$ cat src/rtl/sbc_pkg.sv
package sbc_pkg;
   typedef enum logic {
      ORDER_LINEAR     = 1'b0,
      ORDER_INTERLEAVE = 1'b1
   } burst_order_e;

   localparam int LANE_BITS_DEFAULT = 9;
endpackage

$ cat src/rtl/sbc_burst_seq.sv
module sbc_burst_seq #(
   parameter int BURST_W        = 2,
   parameter bit HAS_INTERLEAVE = 1'b1
) (
   input  logic               clk,
   input  logic               rst_n,
   input  logic               load,
   input  logic               step,
   input  logic               en,
   input  logic [BURST_W-1:0] start,
   input  logic               interleave,
   output logic [BURST_W-1:0] lo
);
   import sbc_pkg::*;

   logic [BURST_W-1:0] base_q, cnt_q, cnt_nxt, base_sel;

   assign cnt_nxt  = load ? '0 : cnt_q + BURST_W'(step);
   assign base_sel = load ? start : base_q;

   generate
      if (HAS_INTERLEAVE) begin : g_both
         burst_order_e order;
         assign order = burst_order_e'(interleave);
         assign lo = (order == ORDER_INTERLEAVE) ? (base_sel ^ cnt_nxt)
                                                 : (base_sel + cnt_nxt);
      end else begin : g_linear
         logic unused_order;
         assign unused_order = interleave;
         assign lo = base_sel + cnt_nxt;
      end
   endgenerate

   always_ff @(posedge clk or negedge rst_n) begin
      if (!rst_n) begin
         base_q <= '0;
         cnt_q  <= '0;
      end else if (en) begin
         cnt_q <= cnt_nxt;
         if (load) base_q <= start;
      end
   end
endmodule

$ cat src/rtl/sbc_sleep_ctl.sv
module sbc_sleep_ctl #(
   parameter int SLEEP_CYC = 4
) (
   input  logic clk,
   input  logic rst_n,
   input  logic req,
   output logic asleep
);
   localparam int CW = (SLEEP_CYC < 2) ? 1 : $clog2(SLEEP_CYC);

   logic [CW-1:0] cnt_q;

   always_ff @(posedge clk or negedge rst_n) begin
      if (!rst_n) begin
         cnt_q  <= '0;
         asleep <= 1'b0;
      end else if (req != asleep) begin
         if (cnt_q == CW'(SLEEP_CYC - 1)) begin
            asleep <= req;
            cnt_q  <= '0;
         end else begin
            cnt_q <= cnt_q + 1'b1;
         end
      end else begin
         cnt_q <= '0;
      end
   end
endmodule

$ cat src/rtl/sbc_lane_mem.sv
module sbc_lane_mem #(
   parameter int ADDR_W = 6,
   parameter int LANES  = 4,
   parameter int LANE_W = 9
) (
   input  logic                    clk,
   input  logic                    rst_n,
   input  logic [LANES-1:0]        we,
   input  logic [ADDR_W-1:0]       waddr,
   input  logic [LANES*LANE_W-1:0] wdata,
   input  logic                    rd_en,
   input  logic [ADDR_W-1:0]       raddr,
   output logic [LANES*LANE_W-1:0] rdata
);
   localparam int DEPTH = 1 << ADDR_W;

   generate
      for (genvar g = 0; g < LANES; g++) begin : g_lane
         logic [LANE_W-1:0] mem [DEPTH];
         logic [LANE_W-1:0] rd_q;

         always_ff @(posedge clk) begin
            if (we[g]) mem[waddr] <= wdata[g*LANE_W +: LANE_W];
         end

         always_ff @(posedge clk or negedge rst_n) begin
            if (!rst_n)     rd_q <= '0;
            else if (rd_en) rd_q <= mem[raddr];
         end

         assign rdata[g*LANE_W +: LANE_W] = rd_q;
      end
   endgenerate
endmodule

$ cat src/rtl/sbc_sram_ctl.sv
module sbc_sram_ctl #(
   parameter int ADDR_W         = 6,
   parameter int LANES          = 4,
   parameter int LANE_W         = sbc_pkg::LANE_BITS_DEFAULT,
   parameter int BURST_W        = 2,
   parameter int SLEEP_CYC      = 4,
   parameter bit HAS_INTERLEAVE = 1'b1
) (
   input  logic                    clk,
   input  logic                    rst_n,
   input  logic [ADDR_W-1:0]       addr,
   input  logic                    sel_n,
   input  logic                    sel_hi,
   input  logic                    sel_lo_n,
   input  logic                    proc_strobe_n,
   input  logic                    ctrl_strobe_n,
   input  logic                    adv_n,
   input  logic                    all_wr_n,
   input  logic                    lane_wr_n,
   input  logic [LANES-1:0]        lane_en_n,
   input  logic [LANES*LANE_W-1:0] wdata,
   input  logic                    out_en_n,
   input  logic                    burst_interleave,
   input  logic                    sleep_req,
   output logic [LANES*LANE_W-1:0] rdata,
   output logic                    drive_en,
   output logic                    asleep
);
   localparam int HI_W = ADDR_W - BURST_W;

   generate
      if (BURST_W < 1 || HI_W < 1) begin : g_bad_burst
         $error("sbc_sram_ctl: BURST_W must be at least 1 and below ADDR_W");
      end
      if (LANES < 1 || LANE_W < 1) begin : g_bad_lane
         $error("sbc_sram_ctl: LANES and LANE_W must be positive");
      end
      if (SLEEP_CYC < 1) begin : g_bad_sleep
         $error("sbc_sram_ctl: SLEEP_CYC must be positive");
      end
   endgenerate

   logic              sel_ok, strobe, wr_cmd, awake, accept;
   logic              do_write, do_read, load, sel_q;
   logic [LANES-1:0]  lane_req, lane_we;
   logic [HI_W-1:0]   base_hi_q;
   logic [BURST_W-1:0] burst_lo;
   logic [ADDR_W-1:0] acc_addr, rd_addr_q;
   logic              rd_pend_q, out_valid_q;

   assign sel_ok = !sel_n && sel_hi && !sel_lo_n;
   assign strobe = !proc_strobe_n || !ctrl_strobe_n;
   assign wr_cmd = !all_wr_n || (!lane_wr_n && !(&lane_en_n));
   assign awake  = !asleep;

   assign lane_req = !all_wr_n ? '1 : (lane_wr_n ? '0 : ~lane_en_n);

   assign accept   = awake && (strobe ? sel_ok : sel_q);
   assign load     = awake && strobe && sel_ok;
   assign do_write = accept && proc_strobe_n && wr_cmd;
   assign do_read  = accept && !do_write;
   assign lane_we  = do_write ? lane_req : '0;

   assign acc_addr = {(strobe ? addr[ADDR_W-1:BURST_W] : base_hi_q), burst_lo};

   sbc_burst_seq #(
      .BURST_W        (BURST_W),
      .HAS_INTERLEAVE (HAS_INTERLEAVE)
   ) u_seq (
      .clk        (clk),
      .rst_n      (rst_n),
      .load       (load),
      .step       (!adv_n && !strobe),
      .en         (accept),
      .start      (addr[BURST_W-1:0]),
      .interleave (burst_interleave),
      .lo         (burst_lo)
   );

   sbc_sleep_ctl #(
      .SLEEP_CYC (SLEEP_CYC)
   ) u_sleep (
      .clk    (clk),
      .rst_n  (rst_n),
      .req    (sleep_req),
      .asleep (asleep)
   );

   sbc_lane_mem #(
      .ADDR_W (ADDR_W),
      .LANES  (LANES),
      .LANE_W (LANE_W)
   ) u_mem (
      .clk   (clk),
      .rst_n (rst_n),
      .we    (lane_we),
      .waddr (acc_addr),
      .wdata (wdata),
      .rd_en (rd_pend_q),
      .raddr (rd_addr_q),
      .rdata (rdata)
   );

   always_ff @(posedge clk or negedge rst_n) begin
      if (!rst_n) begin
         sel_q       <= 1'b0;
         base_hi_q   <= '0;
         rd_pend_q   <= 1'b0;
         rd_addr_q   <= '0;
         out_valid_q <= 1'b0;
      end else begin
         if (awake && strobe) sel_q <= sel_ok;
         if (load) base_hi_q <= addr[ADDR_W-1:BURST_W];
         rd_pend_q   <= do_read;
         rd_addr_q   <= acc_addr;
         out_valid_q <= rd_pend_q && !(awake && proc_strobe_n && wr_cmd);
      end
   end

   assign drive_en = out_valid_q && !out_en_n && !asleep;
endmodule

$ cat config.mk
export PLATFORM = sky130hd
export DESIGN_NAME = sbc_sram_ctl
export DESIGN_NICKNAME = d
export VERILOG_FILES = /design/src/rtl/sbc_pkg.sv /design/src/rtl/sbc_burst_seq.sv /design/src/rtl/sbc_sleep_ctl.sv /design/src/rtl/sbc_lane_mem.sv /design/src/rtl/sbc_sram_ctl.sv
export SDC_FILE = /design/constraint.sdc
export NUM_CORES = 2
export LEC_CHECK = 0
export BUFFER_PORTS_ARGS = -buffer_cell sky130_fd_sc_hd__clkbuf_2
export CELL_PAD_IN_SITES_DETAIL_PLACEMENT = 0
export CELL_PAD_IN_SITES_GLOBAL_PLACEMENT = 2
export CORE_ASPECT_RATIO = 1.25
export CORE_MARGIN = 2
export CORE_UTILIZATION = 40
export CTS_CLUSTER_DIAMETER = 40
export DETAILED_ROUTE_END_ITERATION = 10
export PLACE_DENSITY_LB_ADDON = 0.1
export SLEW_MARGIN = 10
export SYNTH_ARGS = -nofsm -noshare
export SYNTH_HDL_FRONTEND = slang
export SYNTH_HIERARCHICAL = 1
export SYNTH_SLANG_ARGS = --single-unit
$ cat constraint.sdc
create_clock -name clk -period 4.5 [get_ports clk]
set_clock_uncertainty 0.15 [all_clocks]
set_input_delay 0.675 -clock clk [delete_from_list [all_inputs] [get_ports clk]]
set_output_delay 0.675 -clock clk [all_outputs]
set_load 0.005 [all_outputs]
==> impl_metrics.env <==
export IMPL_grt_pass1_vias=49100
export IMPL_p_total_mw=60.0
export IMPL_place_gp_congestion=0.868
export IMPL_areaGrowthSynthToFinish_pct=20.5
export IMPL_syn_area_mm2=0.0926
export IMPL_cts_tree="built"
export IMPL_final_antenna_net_count=0
export IMPL_final_max_slew_violation_count=0
export IMPL_crit_fanout=10
export IMPL_syn_nets=4777
export IMPL_avgSynthCellArea_um2=19.6
export IMPL_max_freq_mhz=222
export IMPL_htreeDepth=5
export IMPL_p_leak_nw=37.3
export IMPL_dp_cells=8066
export IMPL_regArea_mm2=0.0706
export IMPL_synth_seq_area_share_pct=76.2
export IMPL_synth_cell_types=50
export IMPL_io_pins=97
export IMPL_cts_buffer_depth=4
export IMPL_slew_headroom_pct=19.1
export IMPL_die_width_um=434
export IMPL_dp_hpwl_mm=181
export IMPL_synth_edf_count=2304
export IMPL_drt_vias_per_instance=5.45
export IMPL_die_area_mm2=0.235
export IMPL_rsz0062_at_grt="false"
export IMPL_clock_latency_ns=0.85
export IMPL_initial_core_util_pct=40.2
export IMPL_routedWlPerCell_um=31.0
export IMPL_p_per_area_mw_per_mm2=538
export IMPL_ctsResizeCount=0
export IMPL_timing_final_hold_violations=0
export IMPL_max_vdd_ir_drop_uv=312
export IMPL_drt_initial_drc_count=3973
export IMPL_dieHeight_um=542
export IMPL_netlist_instances=4715
export IMPL_fin_nets=5372
export IMPL_clock_root_buffer="clkbuf_16"
export IMPL_fin_tns_setup_ns=-0.0158
export IMPL_final_core_util_pct=48.5
export IMPL_drive_above_1_share_pct=28.6
export IMPL_setup_viol=4
export IMPL_setup_slack_ns=-0.0104
export IMPL_worstHoldPathType="input port to flip-flop"
export IMPL_cts_buffers=318
export IMPL_synthFlopType="edfxtp_1"
export IMPL_critPathRequiredTime_ns=4.89
export IMPL_finalCriticalPeriod_ns=4.51
export IMPL_start_kind="input port"
export IMPL_status="finished with violations"
export IMPL_grt_overflow_total=0
export IMPL_multi_input_area_mm2=0.0206
export IMPL_antenna_found_initial=26
export IMPL_grt_use_total_pct=22.8
export IMPL_synth_seq_cells=2360
export IMPL_via_count=47200
export IMPL_ys_warn_count=6
export IMPL_drt_wl_total_mm=269
export IMPL_finalCritPeriodShare_pct=100
export IMPL_finalNonFillerCells=8667
export IMPL_async_flop_share_pct=2.37
export IMPL_hold_ws_ns=0.0690
export IMPL_grt_pass1_wl_mm=376
export IMPL_std_cell_rows=197
export IMPL_worst_ep_arrival_time_ns=4.90
export IMPL_firstDrtPassIters=5
export IMPL_coreArea_mm2=0.230
export IMPL_cts_num_sinks=2360
export IMPL_grt_max_degree=94
export IMPL_worstSetupPathType="input port to flip-flop"
export IMPL_worst_setup_path_end_kind="flip-flop"
export IMPL_io_buffers=96
export IMPL_violations="setup timing"
export IMPL_clk_transition_reported_paths_ns=0.05
export IMPL_post_route_drc_count=0
export IMPL_maxCapViolCount=0
export IMPL_tightest_slew_ns=1.21
export IMPL_fillers=19200
==> power breakdown <==
| group | switching [mW] | total [mW] | leakage (nW) | internal [mW] |
|---|---|---|---|---|
| logic | 5.95 | 9.85 | 10.7 | 3.90 |
| clock network | 9.87 | 25.5 | 5.18 | 15.6 |
| registers | 0.437 | 24.7 | 21.4 | 24.3 |
| total | 16.3 | 60.0 | 37.3 | 43.8 |
==> metrics by stage <==
step | setup WS [ns] | instance area [µm²]
2_1_floorplan | 0.710 | 92600
3_3_place_gp | -0.228 | 101000
3_5_place_dp | -0.184 | 101000
4_1_cts | 0.187 | 112000
5_1_grt | 0.0194 | 112000
6_report | -0.0104 | 112000
==> worst max-delay path, cell delays in order <==
cell,delay [ns]
dlygate4sd3_1,0.54
clkbuf_2,0.13
buf_4,0.16
nand2_1,0.18
nor2_1,0.08
ha_1,0.27
nor2b_1,0.18
ha_1,0.17
nand2b_1,0.06
xnor2_1,0.63
buf_4,0.29
or3b_2,0.56
nor2_1,0.31
buf_4,0.20
and2_1,0.26
buf_12,0.18
==> state kept, by name, indices dropped and copies added, names as in the netlist <==
signal             flops
base_hi_q              4
out_valid_q            1
rd_addr_q              6
rd_pend_q              1
sel_q                  1
u_mem/g_lane.mem    2304
u_mem/g_lane.rd_q     36
u_seq/base_q           2
u_seq/cnt_q            2
u_sleep/asleep         1
u_sleep/cnt_q          2
==> area by class of cell <==
cell class	count	share of cell area, %
multi-input cells	2061	18.5
clock buffers	355	7.36
inverters	6	0.0202
flip-flops and latches	2360	63.3
well taps	3084	3.46
repair buffers	563	5.08
diodes	21	0.0471
clock inverters	217	2.30
==> routing by layer <==
metal | up-vias | track usage (%) | wire (µm)
met4 | 4 | 7.37 | 7730
met1 | 25200 | 29.4 | 109000
met2 | 1225 | 39.3 | 139000
met3 | 354 | 3.64 | 13500
li1 | 20500 | - | -
met5 | - | 0 | 27
==> layout by cell type (no fill, tap or decap), types with 70 or more instances in the layout <==
master	n
edfxtp_1	2304
mux2i_1	398
mux4_2	361
buf_4	327
clkbuf_16	323
and2_1	252
nor2_1	204
o22ai_1	143
buf_12	133
mux2_2	116
nor2b_1	109
a21oi_1	107
clkbuf_2	94
a211oi_1	74
nor4_1	70
==> worst paths after layout <==
kind,start,to,slack (ns),cells past startpoint
hold reg to reg,u_sleep/cnt_q[0],u_sleep/cnt_q[0],0.30,1
setup / recovery,proc_strobe_n,u_mem/g_lane[2].mem[58][0],-0.01,16
min in group asynchronous,rst_n,base_hi_q[2],0.24,2
setup reg to reg,u_sleep/asleep,u_mem/g_lane[3].mem[5][5],0.15,12
max in group asynchronous,rst_n,u_mem/g_lane[0].rd_q[0],3.03,3
hold / removal,sel_hi,sel_q,0.07,3
==> synthesized netlist by cell type, drive strengths merged (3+ instances only) <==
master,instances,area [µm²]
a221oi,36,315
nand3,39,208
and3,4,25.0
clkbuf,128,480
edfxtp,2304,69200
nand2,11,43.8
and2,253,1580
nor2b,111,694
a211oi,74,556
nand4b,3,53.8
mux2i,398,3980
ha,3,37.5
nor4,70,438
nand2b,3,18.8
or3,3,18.8
o22ai,143,895
buf,160,972
o21ai,43,219
o221ai,36,315
nand3b,7,52.6
a31oi,3,25.0
inv,6,22.5
mux4,361,8130
a21oi,108,552
dfrtp,56,1400
nor3,3,20.0
mux2,120,1370
or3b,5,43.8
nor2,212,796
==> timing repair <==
item,4_1_cts,5_1_grt
endpoints found under the hold margin,43,0
setup endpoints to repair,0,0
hold buffers,8,0
buffers inserted,0,0
==> cells by family (layout without fill, tap and decap cells) <==
group | after synthesis | in the layout | synth area share [%]
DFF | 2360 | 2360 | 76.2
muxes | 879 | 879 | 14.6
and+or+nand+nor | 732 | 732 | 4.40
AOI/OAI and AO/OA | 444 | 444 | 3.12
buffers and inverters | 294 | 1141 | 1.59
adders and majority gates | 3 | 3 | 0.0405
xor gates and xnor gates | 3 | 3 | 0.0432
other | 0 | 21 | 0
(Power assumes the default switching activity.)
